## config.mk

```make
export PLATFORM = sky130hd
export DESIGN_NAME = gpio_cfg_regs
export DESIGN_NICKNAME = d
export VERILOG_FILES = /design/src/rtl/gpio_cfg_pkg.sv /design/src/rtl/gpio_cfg_decode.sv /design/src/rtl/gpio_cfg_lock.sv /design/src/rtl/gpio_cfg_bank.sv /design/src/rtl/gpio_cfg_regs.sv
export SDC_FILE = /design/constraint.sdc
export NUM_CORES = 1
export LEC_CHECK = 0
export BUFFER_PORTS_ARGS = -buffer_cell sky130_fd_sc_hd__buf_2
export CELL_PAD_IN_SITES_DETAIL_PLACEMENT = 1
export CELL_PAD_IN_SITES_GLOBAL_PLACEMENT = 2
export CORE_UTILIZATION = 29
export DETAILED_ROUTE_END_ITERATION = 8
export GPL_ROUTABILITY_DRIVEN = 0
export PLACE_DENSITY_LB_ADDON = 0.1
export SLEW_MARGIN = 25
export SYNTH_ARGS = -nofsm -noshare
export SYNTH_HDL_FRONTEND = slang
export SYNTH_SLANG_ARGS = --single-unit
```

## constraint.sdc

```tcl
create_clock -name clk -period 1.8 [get_ports clk]
set_input_delay 0.54 -clock clk [delete_from_list [all_inputs] [get_ports clk]]
set_output_delay 0.54 -clock clk [all_outputs]
set_load 0.1 [all_outputs]
```

## src/rtl/gpio_cfg_pkg.sv

```systemverilog
package gpio_cfg_pkg;

   localparam int NUM_CFG     = 14;
   localparam int NUM_PIN_CFG = 7;

   // pin-facing words come first so their index doubles as the update code
   typedef enum logic [3:0] {
      CFG_INV      = 4'd0,
      CFG_DRV      = 4'd1,
      CFG_OEN      = 4'd2,
      CFG_ODRN     = 4'd3,
      CFG_PULLUP   = 4'd4,
      CFG_PULLDN   = 4'd5,
      CFG_IN_EN    = 4'd6,
      CFG_VSEL     = 4'd7,
      CFG_DEBOUNCE = 4'd8,
      CFG_EV_EDGE  = 4'd9,
      CFG_EV_BOTH  = 4'd10,
      CFG_EV_EN    = 4'd11,
      CFG_SLEW     = 4'd12,
      CFG_STRENGTH = 4'd13
   } cfg_idx_e;

   typedef enum logic [1:0] {
      OP_NONE,
      OP_LOAD,
      OP_SET,
      OP_CLEAR
   } cfg_op_e;

   typedef enum logic [2:0] {
      ACC_CFG,
      ACC_KEY_A,
      ACC_KEY_B,
      ACC_DIN,
      ACC_EV_STAT,
      ACC_SET,
      ACC_CLEAR,
      ACC_UNDEF
   } acc_kind_e;

   typedef struct packed {
      acc_kind_e kind;
      cfg_idx_e  idx;
   } dec_t;

   localparam logic [31:0] RELEASE_WORD_A = 32'hC0DE_FA73;
   localparam logic [31:0] RELEASE_WORD_B = 32'hC0DE_1248;

   function automatic dec_t word_decode(input logic [15:0] widx);
      dec_t d;
      d.kind = ACC_CFG;
      d.idx  = CFG_INV;
      case (widx)
         16'd0:   d.kind = ACC_KEY_A;
         16'd1:   d.kind = ACC_DIN;
         16'd2:   d.idx  = CFG_INV;
         16'd3:   d.idx  = CFG_DRV;
         16'd4:   d.idx  = CFG_OEN;
         16'd5:   d.idx  = CFG_ODRN;
         16'd6:   d.idx  = CFG_VSEL;
         16'd7:   d.idx  = CFG_PULLUP;
         16'd8:   d.idx  = CFG_PULLDN;
         16'd9:   d.idx  = CFG_DEBOUNCE;
         16'd10:  d.idx  = CFG_EV_EDGE;
         16'd11:  d.idx  = CFG_EV_BOTH;
         16'd16:  d.idx  = CFG_EV_EN;
         16'd17:  begin d.kind = ACC_SET;   d.idx = CFG_EV_EN; end
         16'd18:  begin d.kind = ACC_CLEAR; d.idx = CFG_EV_EN; end
         16'd19:  d.kind = ACC_EV_STAT;
         16'd22:  d.idx  = CFG_IN_EN;
         16'd23:  d.idx  = CFG_SLEW;
         16'd24:  d.idx  = CFG_STRENGTH;
         16'd26:  begin d.kind = ACC_SET;   d.idx = CFG_DRV; end
         16'd27:  begin d.kind = ACC_CLEAR; d.idx = CFG_DRV; end
         16'd28:  begin d.kind = ACC_SET;   d.idx = CFG_OEN; end
         16'd29:  begin d.kind = ACC_CLEAR; d.idx = CFG_OEN; end
         16'd31:  d.kind = ACC_KEY_B;
         default: d.kind = ACC_UNDEF;
      endcase
      return d;
   endfunction

endpackage

```

## src/rtl/gpio_cfg_decode.sv

```systemverilog
module gpio_cfg_decode
   import gpio_cfg_pkg::*;
#(
   parameter int ADDR_W = 12
) (
   input  logic [ADDR_W-1:0] addr,
   output logic              aligned,
   output dec_t              dec
);

   localparam int WIDX_W = ADDR_W - 2;

   logic [15:0] widx;

   generate
      if (WIDX_W >= 16) begin : g_wide
         assign widx = addr[17:2];
      end else begin : g_narrow
         assign widx = {{(16 - WIDX_W){1'b0}}, addr[ADDR_W-1:2]};
      end
   endgenerate

   assign aligned = (addr[1:0] == 2'b00);
   assign dec     = word_decode(widx);

endmodule

```

## src/rtl/gpio_cfg_lock.sv

```systemverilog
module gpio_cfg_lock
   import gpio_cfg_pkg::*;
#(
   parameter int WORD_W = 32
) (
   input  logic              clk,
   input  logic              rst_n,
   input  logic              wr_key_a,
   input  logic              wr_key_b,
   input  logic [WORD_W-1:0] wdata,
   output logic              locked,
   output logic [WORD_W-1:0] key_a_q
);

   logic [WORD_W-1:0] key_b_q;
   logic              release_ok;

   assign locked     = (key_a_q == WORD_W'(1));
   assign release_ok = (key_b_q == WORD_W'(RELEASE_WORD_B)) &&
                       (wdata == WORD_W'(RELEASE_WORD_A));

   always_ff @(posedge clk or negedge rst_n) begin
      if (!rst_n) begin
         key_a_q <= '0;
         key_b_q <= '0;
      end else if (locked) begin
         if (wr_key_b) begin
            key_b_q <= wdata;
         end else if (wr_key_a && release_ok) begin
            key_a_q <= '0;
            key_b_q <= '0;
         end
      end else if (wr_key_a || wr_key_b) begin
         key_a_q <= WORD_W'(1);
         key_b_q <= '0;
      end
   end

endmodule

```

## src/rtl/gpio_cfg_bank.sv

```systemverilog
module gpio_cfg_bank
   import gpio_cfg_pkg::*;
#(
   parameter int                WORD_W       = 32,
   parameter logic [WORD_W-1:0] RST_PULLUP   = '0,
   parameter logic [WORD_W-1:0] RST_PULLDN   = '0,
   parameter logic [WORD_W-1:0] RST_SLEW     = '0,
   parameter logic [WORD_W-1:0] RST_STRENGTH = '0
) (
   input  logic              clk,
   input  logic              rst_n,
   input  cfg_op_e           op,
   input  cfg_idx_e          idx,
   input  logic [WORD_W-1:0] wdata,
   output logic [WORD_W-1:0] words [NUM_CFG]
);

   generate
      for (genvar g = 0; g < NUM_CFG; g++) begin : g_word
         localparam logic [WORD_W-1:0] RST_VAL =
            (g == int'(CFG_PULLUP))   ? RST_PULLUP   :
            (g == int'(CFG_PULLDN))   ? RST_PULLDN   :
            (g == int'(CFG_SLEW))     ? RST_SLEW     :
            (g == int'(CFG_STRENGTH)) ? RST_STRENGTH : '0;

         logic [WORD_W-1:0] q;
         logic              hit;

         assign hit      = (op != OP_NONE) && (idx == cfg_idx_e'(g));
         assign words[g] = q;

         always_ff @(posedge clk or negedge rst_n) begin
            if (!rst_n) begin
               q <= RST_VAL;
            end else if (hit) begin
               case (op)
                  OP_LOAD:  q <= wdata;
                  OP_SET:   q <= q | wdata;
                  OP_CLEAR: q <= q & ~wdata;
                  default:  q <= q;
               endcase
            end
         end
      end
   endgenerate

endmodule

```

## src/rtl/gpio_cfg_regs.sv

```systemverilog
module gpio_cfg_regs
   import gpio_cfg_pkg::*;
#(
   parameter int                ADDR_W       = 12,
   parameter int                WORD_W       = 32,
   parameter logic [WORD_W-1:0] RST_PULLUP   = '0,
   parameter logic [WORD_W-1:0] RST_PULLDN   = '0,
   parameter logic [WORD_W-1:0] RST_SLEW     = '0,
   parameter logic [WORD_W-1:0] RST_STRENGTH = '0
) (
   input  logic              clk,
   input  logic              rst_n,
   input  logic              req_valid,
   input  logic              req_write,
   input  logic [ADDR_W-1:0] req_addr,
   input  logic [WORD_W-1:0] req_wdata,
   input  logic [WORD_W-1:0] pin_din,
   input  logic [WORD_W-1:0] ev_status,
   output logic [WORD_W-1:0] rsp_rdata,
   output logic              rsp_err,
   output logic              upd_valid,
   output logic [3:0]        upd_sel,
   output logic [WORD_W-1:0] upd_mask,
   output logic [WORD_W-1:0] ev_clear,
   output logic              locked,
   output logic [WORD_W-1:0] cfg_inv,
   output logic [WORD_W-1:0] cfg_drv,
   output logic [WORD_W-1:0] cfg_oen,
   output logic [WORD_W-1:0] cfg_odrn,
   output logic [WORD_W-1:0] cfg_vsel,
   output logic [WORD_W-1:0] cfg_pullup,
   output logic [WORD_W-1:0] cfg_pulldn,
   output logic [WORD_W-1:0] cfg_debounce,
   output logic [WORD_W-1:0] cfg_ev_edge,
   output logic [WORD_W-1:0] cfg_ev_both,
   output logic [WORD_W-1:0] cfg_ev_en,
   output logic [WORD_W-1:0] cfg_in_en,
   output logic [WORD_W-1:0] cfg_slew,
   output logic [WORD_W-1:0] cfg_strength
);

   generate
      if (ADDR_W < 7) begin : g_bad_addr
         $error("ADDR_W must reach the top key address");
      end
      if (WORD_W != 32) begin : g_bad_word
         $error("WORD_W must be 32 to match the release words");
      end
   endgenerate

   logic              aligned;
   dec_t              dec;
   logic [WORD_W-1:0] words [NUM_CFG];
   logic [WORD_W-1:0] key_a_q;
   logic              wr_key_a, wr_key_b;
   cfg_op_e           b_op;
   logic              wr_err, rd_err, upd_n;
   logic [WORD_W-1:0] mask_n, clr_n, rd_val, old_word;
   logic              do_wr, do_rd, pin_word;

   gpio_cfg_decode #(.ADDR_W(ADDR_W)) u_dec (
      .addr    (req_addr),
      .aligned (aligned),
      .dec     (dec)
   );

   gpio_cfg_lock #(.WORD_W(WORD_W)) u_lock (
      .clk      (clk),
      .rst_n    (rst_n),
      .wr_key_a (wr_key_a),
      .wr_key_b (wr_key_b),
      .wdata    (req_wdata),
      .locked   (locked),
      .key_a_q  (key_a_q)
   );

   gpio_cfg_bank #(
      .WORD_W       (WORD_W),
      .RST_PULLUP   (RST_PULLUP),
      .RST_PULLDN   (RST_PULLDN),
      .RST_SLEW     (RST_SLEW),
      .RST_STRENGTH (RST_STRENGTH)
   ) u_bank (
      .clk   (clk),
      .rst_n (rst_n),
      .op    (b_op),
      .idx   (dec.idx),
      .wdata (req_wdata),
      .words (words)
   );

   assign do_wr    = req_valid && req_write;
   assign do_rd    = req_valid && !req_write;
   assign old_word = words[dec.idx];
   assign pin_word = (dec.idx < cfg_idx_e'(NUM_PIN_CFG));

   // write path
   always_comb begin
      b_op     = OP_NONE;
      wr_err   = 1'b0;
      wr_key_a = 1'b0;
      wr_key_b = 1'b0;
      upd_n    = 1'b0;
      mask_n   = '0;
      clr_n    = '0;
      if (do_wr) begin
         if (!aligned) begin
            wr_err = 1'b1;
         end else if (locked) begin
            case (dec.kind)
               ACC_KEY_A: wr_key_a = 1'b1;
               ACC_KEY_B: wr_key_b = 1'b1;
               default:   wr_err   = 1'b1;
            endcase
         end else begin
            case (dec.kind)
               ACC_KEY_A: wr_key_a = 1'b1;
               ACC_KEY_B: wr_key_b = 1'b1;
               ACC_CFG: begin
                  b_op   = OP_LOAD;
                  upd_n  = pin_word;
                  mask_n = old_word ^ req_wdata;
               end
               ACC_SET: begin
                  b_op   = OP_SET;
                  upd_n  = pin_word;
                  mask_n = req_wdata;
               end
               ACC_CLEAR: begin
                  b_op   = OP_CLEAR;
                  upd_n  = pin_word;
                  mask_n = req_wdata;
               end
               ACC_EV_STAT: clr_n = req_wdata;
               default:     wr_err = 1'b1;
            endcase
         end
      end
   end

   // read path
   always_comb begin
      rd_val = '0;
      rd_err = 1'b0;
      if (do_rd) begin
         if (!aligned) begin
            rd_err = 1'b1;
         end else begin
            case (dec.kind)
               ACC_CFG:     rd_val = old_word;
               ACC_KEY_A:   rd_val = key_a_q;
               ACC_DIN:     rd_val = pin_din;
               ACC_EV_STAT: rd_val = ev_status;
               default:     rd_err = 1'b1;
            endcase
         end
      end
   end

   always_ff @(posedge clk or negedge rst_n) begin
      if (!rst_n) begin
         rsp_rdata <= '0;
         rsp_err   <= 1'b0;
         upd_valid <= 1'b0;
         upd_sel   <= '0;
         upd_mask  <= '0;
         ev_clear  <= '0;
      end else begin
         rsp_rdata <= rd_val;
         rsp_err   <= rd_err | wr_err;
         upd_valid <= upd_n;
         upd_sel   <= upd_n ? dec.idx : 4'd0;
         upd_mask  <= upd_n ? mask_n : '0;
         ev_clear  <= clr_n;
      end
   end

   assign cfg_inv      = words[CFG_INV];
   assign cfg_drv      = words[CFG_DRV];
   assign cfg_oen      = words[CFG_OEN];
   assign cfg_odrn     = words[CFG_ODRN];
   assign cfg_vsel     = words[CFG_VSEL];
   assign cfg_pullup   = words[CFG_PULLUP];
   assign cfg_pulldn   = words[CFG_PULLDN];
   assign cfg_debounce = words[CFG_DEBOUNCE];
   assign cfg_ev_edge  = words[CFG_EV_EDGE];
   assign cfg_ev_both  = words[CFG_EV_BOTH];
   assign cfg_ev_en    = words[CFG_EV_EN];
   assign cfg_in_en    = words[CFG_IN_EN];
   assign cfg_slew     = words[CFG_SLEW];
   assign cfg_strength = words[CFG_STRENGTH];

endmodule

```

==> results of run 1 <==
-- power by group --
part           internal, mW  switching (mW)  total [mW]
combinational          1.36            2.23        3.59
clock                  8.49            6.15        14.6
sequential             13.1          0.0483        13.2
total                  23.0            8.44        31.4
-- metrics by stage --
stage / cell area (um2) / setup WS (ps) / TNS [ps] / cells / total power [mW]
2_1_floorplan: 27700 / -817 / -358380 / 2771 / 14.6
3_3_place_gp: 42800 / -2260 / -682370 / 5116 / 16.4
3_5_place_dp: 42800 / -1890 / -721880 / 5116 / 16.5
4_1_cts: 47500 / -665 / -322320 / 5334 / 31.3
5_1_grt: 48800 / -852 / -409470 / 5386 / 32.2
6_report: 48800 / -806 / -368290 / 5388 / 31.4
-- area by class of cell --
class                   instances  area [um2]  share of cell area
diodes                          2        5.00            0.000103
well taps                    1186        1480              0.0304
inverters                      50         188             0.00385
clock buffers                 104        2120              0.0435
flip-flops and latches        583       14600               0.299
multi-input cells            1882       12500               0.256
repair buffers               1558       17700               0.362
clock inverters                23         208             0.00426
-- cell families after synthesis --
group	count (synthesis)	share of synthesized area
flops	583	0.544
simple gates	859	0.153
xor+xnor	4	0.00131
fa+ha+maj	1	0.000373
mux	32	0.0125
buf+inv	308	0.0531
compound gates	983	0.235
other cells	1	0.000140
-- timing repair --
| item | CTS | global route |
|---|---|---|
| endpoints found under the hold margin | 14 | 0 |
| endpoints found under the setup margin | 1127 | 1127 |
| pin swaps | 99 | 33 |
| cloned | 19 | 17 |
| hold buffers | 1 | 0 |
| setup buffers | 78 | 44 |
| resized for setup | 261 | 178 |
-- worst min-delay path by stage --
stage / end / depth (start not counted)
global route: rsp_rdata[18] / 3
detailed placement: rsp_rdata[6] / 1
floorplan: ev_clear[0] / 0
global placement: rsp_rdata[6] / 1
CTS: rsp_rdata[18] / 3
finish: rsp_rdata[27] / 3
-- layer usage --
layer  up-vias  global-route usage
met5         -                   0
met4         0               0.134
met3       392              0.0803
met2      1737               0.570
met1     16000               0.495
li1      12800                   -
-- registers in the layout (all words and copies together), names as in the netlist --
signal and count:
upd_mask 32, rsp_rdata 32, u_bank.g_word.q 448, upd_sel 4, rsp_err 1, u_lock.key_b_q 32
u_lock.key_a_q 1, ev_clear 32, upd_valid 1
-- tightest hold or removal path, cell delays in order --
cell and delay [ps]:
sky130_fd_sc_hd__buf_2 90, sky130_fd_sc_hd__a222oi_1 60, sky130_fd_sc_hd__nor2_1 90
-- placed cells by master, fill, tap and decap left out, types with 12 or more instances in the layout --
cell type / count
sky130_fd_sc_hd__and3_1: 34
sky130_fd_sc_hd__buf_2: 314
sky130_fd_sc_hd__buf_8: 12
sky130_fd_sc_hd__a22oi_1: 23
sky130_fd_sc_hd__a222oi_1: 21
sky130_fd_sc_hd__nand2_1: 462
sky130_fd_sc_hd__buf_6: 68
sky130_fd_sc_hd__mux2i_1: 20
sky130_fd_sc_hd__o22ai_1: 29
sky130_fd_sc_hd__buf_16: 12
sky130_fd_sc_hd__nand3_1: 29
sky130_fd_sc_hd__a21oi_1: 32
sky130_fd_sc_hd__o21ai_2: 15
sky130_fd_sc_hd__o21ai_0: 421
sky130_fd_sc_hd__nor3_1: 17
sky130_fd_sc_hd__o32ai_1: 24
sky130_fd_sc_hd__a22o_1: 32
sky130_fd_sc_hd__clkbuf_1: 13
sky130_fd_sc_hd__nand4_1: 17
sky130_fd_sc_hd__or3_1: 46
sky130_fd_sc_hd__clkbuf_16: 84
sky130_fd_sc_hd__nand3_2: 12
sky130_fd_sc_hd__o32a_1: 20
sky130_fd_sc_hd__clkbuf_8: 18
sky130_fd_sc_hd__buf_4: 666
sky130_fd_sc_hd__o221a_2: 15
sky130_fd_sc_hd__o221ai_2: 14
sky130_fd_sc_hd__buf_12: 470
sky130_fd_sc_hd__o211ai_1: 20
sky130_fd_sc_hd__o21ai_1: 129
sky130_fd_sc_hd__nor2_1: 70
sky130_fd_sc_hd__nor4_4: 14
sky130_fd_sc_hd__dfrtp_1: 581
sky130_fd_sc_hd__clkinv_2: 14
sky130_fd_sc_hd__inv_1: 50
sky130_fd_sc_hd__nand2_2: 14
==> results.yml, run 1 <==
worst_setup_path:
  critPathLaunchType: "input pin"
  path_common_cell: "sky130_fd_sc_hd__buf_4"
  critical_path.cell_chain: "buf_12, buf_12, and2_1, a221oi_4, buf_4, nor2_2, buf_4, a22oi_1, buf_4, o2111ai_4, buf_6, or3_1, o21ai_0"
  cp.arrival_ps: 3130
  critPathTopFamily: "buffers and inverters"
  critical_path_sink_type: "flop"
  required_ps: 2330
  setup.reg_to_reg.worst_slack_ps: -640
  setup.worst_path.end: "upd_mask[1]"
  cp_slowest_stage_delay_ps: 500
  cpMaxStageDelayCell: "sky130_fd_sc_hd__a221oi_4"
  worst_r2r_startpoint: "u_lock.key_b_q[27]"
  timing.critical_path.depth: 13
  critPathBufInv: 6
  worstReg2RegEnd: "u_lock.key_b_q[7]"
  reg2reg_depth: 10
  crit_path_start: "req_addr[3]"
  worst-path-max-fanout: 7
  criticalPathCategory: "in -> reg"
clock_network:
  tritoncts: "done"
  cts_sinks: 583
  worst_setup_hold_path_clk_slew_ps: 60
  clock_tree.htree_level_count: 3
  clock_insertion_delay_worst_skew_ps: 640
  cts_root_buffer: "sky130_fd_sc_hd__clkbuf_16"
  cts_buffers: 70
  clock_path_buffers: 3
routing:
  route.top_layer_used: "met4"
  routed_length_on_met1_um: 73800
  met2WireLength_um: 81300
  drt_total_wl_um: 181000
  met3_length_um: 16800
  remaining_drc_errors: 0
  detail_route.iter0.violations: 3168
  antenna_left: 0
  wire_per_inst_um: 33.6
  vias: 31000
  first_drt_pass_iteration_count: 6
  vias_per_cell: 5.75
placement:
  port_buffers: 662
  detail_placement_hpwl_um: 132000
global_route:
  grt_overflow_total: 0
  first_pass_grt_wire_length_um: 244000
  initial_antenna_violation_count: 1
  first_global_vias: 31600
  gr-usage-all-layers: 0.365
  grt_start_max_net_pins: 83
floorplan:
  die-area_um2: 93700
  start_util: 0.293
  top_level_ports: 663
  dieHeight_um: 306
  rows: 111
  die_width_um: 306
  core_area_um2: 91700
timing:
  fin_worst_skew_ps: 32.7
  timing.fmax_ghz: 0.384
  rsz0062_at_grt: "yes"
  postLayoutSetupSlackWorst_ps: -806
  finalWorstPathRequiredPeriod_ps: 2610
  final_worst_path_cycle_share: 1.45
  holdWs_ps: 182
  worst-slew-pin-transition_ps: 624
  timing_hold_violations_final: 0
  setup_viol: 1117
  timing_max_transition_violations_final: 0
  slew-limit-headroom: 0.579
cells_and_area:
  drive_above_1_share: 0.468
  post-route-util: 0.532
  fillerInstances: 9727
  nNetsFinal: 4257
  flow.area_growth_from_synthesis_pct: 81.8
power:
  power_density_nw_per_um2: 644
  vdd.ir_drop.worst_uv: 611
  p_leak_nw: 22.6
logic_synthesis:
  synthArstFlopShare: 1.00
  netlist-cell-type-count: 100
  number_of_enable_flip_flop_cells_after_synthesis: 0
  number_of_storage_elements_in_the_synthesis_netlist: 583
  mapped_avg_cell_area_um2: 9.68
  yosys.area.top_type: "sky130_fd_sc_hd__dfrtp_1"
  synth_commonest_cells: "sky130_fd_sc_hd__dfrtp_1 (583), sky130_fd_sc_hd__o21ai_0 (553), sky130_fd_sc_hd__nand2_1 (487)"
  yosysWarnings: 0
  postSynthCellCount: 2771
  synth_area_um2: 26800
  synth_largest_type_area_fraction: 0.544
  yosys-top-cells-area: "sky130_fd_sc_hd__dfrtp_1 (54%), sky130_fd_sc_hd__o21ai_0 (10%), sky130_fd_sc_hd__nand2_1 (6.8%), sky130_fd_sc_hd__clkbuf_1 (2.2%), sky130_fd_sc_hd__buf_2 (1.3%)"
  synth_seq_area_share: 0.544
  synth_nets: 2883
  synth.most_common_cell: "sky130_fd_sc_hd__dfrtp_1"
  postSynth.topFlopCell: "sky130_fd_sc_hd__dfrtp_1"
job:
  timing.max_cap.violations: 0
min_path:
  worstHoldPathType: "in -> reg"
  worst_hold_startpoint: "pin_din[27]"
outcome:
  violations_in_the_final_reports: "negative setup slack"
  outcome: "finished with violations"
(Power assumes the default switching activity.)
==> run 2: changes to the inputs <==
Settings changed: CORE_MARGIN from default to 2, TNS_END_PERCENT from default to 1.
==> run 2 against run 1 <==
  * The flow still finishes with violations (negative setup slack)
  * Combinational power hardly changed
  * Setup slack gained 27 ps
  * Sequential cell count unchanged
  * Maximum frequency increased by 1.1%
  * Via count is 3.1% lower
  * Clock power down 3%
  * Count of clock-buffer cells in the layout fell by 1
  * Critical path depth is the same
  * Critical path type unchanged
==> results.yml, run 2 (synthesized netlist as in run 1, its figures left out) <==
worst_setup_path:
  cp.arrival_ps: 3090
  criticalPathCategory: "in -> reg"
  critPathLaunchType: "input pin"
  worst-path-max-fanout: 7
  setup.reg_to_reg.worst_slack_ps: -500
  critical_path_sink_type: "flop"
  required_ps: 2320
timing:
  slew-limit-headroom: 0.583
  final_worst_path_cycle_share: 1.43
  worst-slew-pin-transition_ps: 624
  postLayoutSetupSlackWorst_ps: -778
  finalWorstPathRequiredPeriod_ps: 2580
  timing.fmax_ghz: 0.388
  rsz0062_at_grt: "yes"
  timing_hold_violations_final: 0
  timing_max_transition_violations_final: 0
  fin_tns_setup_ps: -339410
  fin_worst_skew_ps: 20.1
  setup_viol: 1120
global_route:
  grt_start_max_net_pins: 80
  gr-usage-all-layers: 0.346
  initial_antenna_violation_count: 6
  first_global_vias: 31000
  first_pass_grt_wire_length_um: 235000
  grt_overflow_total: 0
floorplan:
  start_util: 0.293
  top_level_ports: 663
  rows: 111
  core_area_um2: 91700
  die-area_um2: 94900
  dieHeight_um: 308
  die_width_um: 308
clock_network:
  cts_root_buffer: "sky130_fd_sc_hd__clkbuf_16"
  tritoncts: "done"
  clock_insertion_delay_worst_skew_ps: 640
  clock_tree.htree_level_count: 3
  cts_buffers: 69
  worst_setup_hold_path_clk_slew_ps: 60
  cts_sinks: 583
  clock_path_buffers: 3
cells_and_area:
  most-common-layout-cells: "sky130_fd_sc_hd__buf_4 (602), sky130_fd_sc_hd__dfrtp_1 (583), sky130_fd_sc_hd__buf_12 (457)"
  largest-register: "u_bank.g_word.q"
  nNetsFinal: 4167
  flow.area_growth_from_synthesis_pct: 75.9
  final_cell_area_um2: 47200
  number_of_flip_flops_under_the_largest_register_name: 448
  layout.cells.non_filler: 5297
  drive_above_1_share: 0.451
  layout.cells.most_common: "sky130_fd_sc_hd__buf_4"
power:
  power.switching_fraction: 0.269
  p_clk_frac: 0.460
  p_seq_frac: 0.425
  p_leak_nw: 21.9
  switching_power_mw: 8.32
  vdd.ir_drop.worst_uv: 618
  power.share.combinational: 0.115
  power_density_nw_per_um2: 656
  p_int_mw: 22.6
routing:
  wire_per_inst_um: 32.0
  detail_route.iter0.violations: 2823
  vias_per_cell: 5.67
  first_drt_pass_iteration_count: 6
  vias: 30000
  remaining_drc_errors: 0
  antenna_left: 0
  drt_total_wl_um: 169000
placement:
  dpl_cell_area_um2: 42300
  detail_placement_hpwl_um: 129000
  port_buffers: 662
  placed_cells: 5088
min_path:
  worstHoldPathType: "in -> reg"
job:
  timing.max_cap.violations: 0
outcome:
  violations_in_the_final_reports: "negative setup slack"
  outcome: "finished with violations"
run 2: layout make-up:
class | count | area (um2)
Inverter | 50 | 188
Clock buffer | 103 | 2020
Multi-Input combinational cell | 1880 | 12100
Sequential cell | 583 | 14600
Tap cell | 1186 | 1480
Antenna cell | 3 | 7.51
Fill cell | 9835 | 44500
Clock inverter | 21 | 228
Timing Repair Buffer | 1471 | 16500
run 2: per-stage QoR:
step,hold slack (ps),util,setup slack [ps],power [mW]
2_1_floorplan,244,-,-835,14.5
3_3_place_gp,448,0.461,-1680,16.4
3_5_place_dp,432,0.461,-1860,16.4
4_1_cts,140,0.500,-743,30.8
5_1_grt,171,0.515,-823,31.7
6_report,168,0.515,-778,31.0
run 2: path summary, 6_finish.rpt:
kind,from,endpoint,cells past startpoint
setup reg to reg,u_lock.key_a_q[0],upd_mask[30],8
max in group asynchronous,rst_n,u_bank.g_word[8].q[25],3
setup / recovery,req_addr[11],rsp_rdata[2],13
min in group asynchronous,rst_n,rsp_rdata[3],2
hold / removal,pin_din[4],rsp_rdata[4],3
hold reg to reg,u_lock.key_b_q[29],u_lock.key_b_q[29],1
run 2: power groups by stage:
| stage | logic, mW | registers (mW) | clock network [mW] |
|---|---|---|---|
| floorplan | 0.900 | 13.6 | 0 |
| global placement | 2.96 | 13.4 | 0 |
| detailed placement | 3.02 | 13.4 | 0 |
| CTS | 3.26 | 13.2 | 14.4 |
| global route | 3.68 | 13.2 | 14.9 |
| finish | 3.56 | 13.2 | 14.2 |
run 2: critical path, cell delays in order:
cell and delay [ps]:
sky130_fd_sc_hd__buf_6 100, sky130_fd_sc_hd__or4_4 540, sky130_fd_sc_hd__buf_12 170, sky130_fd_sc_hd__nor2_8 190, sky130_fd_sc_hd__buf_6 130, sky130_fd_sc_hd__buf_8 130, sky130_fd_sc_hd__nand3_1 260, sky130_fd_sc_hd__buf_4 250
sky130_fd_sc_hd__o22ai_1 170, sky130_fd_sc_hd__nor4_2 100, sky130_fd_sc_hd__buf_12 140, sky130_fd_sc_hd__a222oi_1 300, sky130_fd_sc_hd__nor2_1 70
run 2: per-layer routing:
layer,global-route usage,share of wire,up-vias
met5,0,0,-
met4,0.120,0.038,0
met3,0.0796,0.088,284
met2,0.539,0.45,1518
met1,0.470,0.42,15600
li1,-,-,12600
run 2: timing repair:
item / 4_1_cts / 5_1_grt
setup buffers: 33 / 43
hold endpoints to repair: 8 / 0
pin swaps: 72 / 61
cloned: 7 / 5
endpoints found under the setup margin: 1130 / 1128
gates resized for setup: 292 / 255
hold buffers: 1 / 0
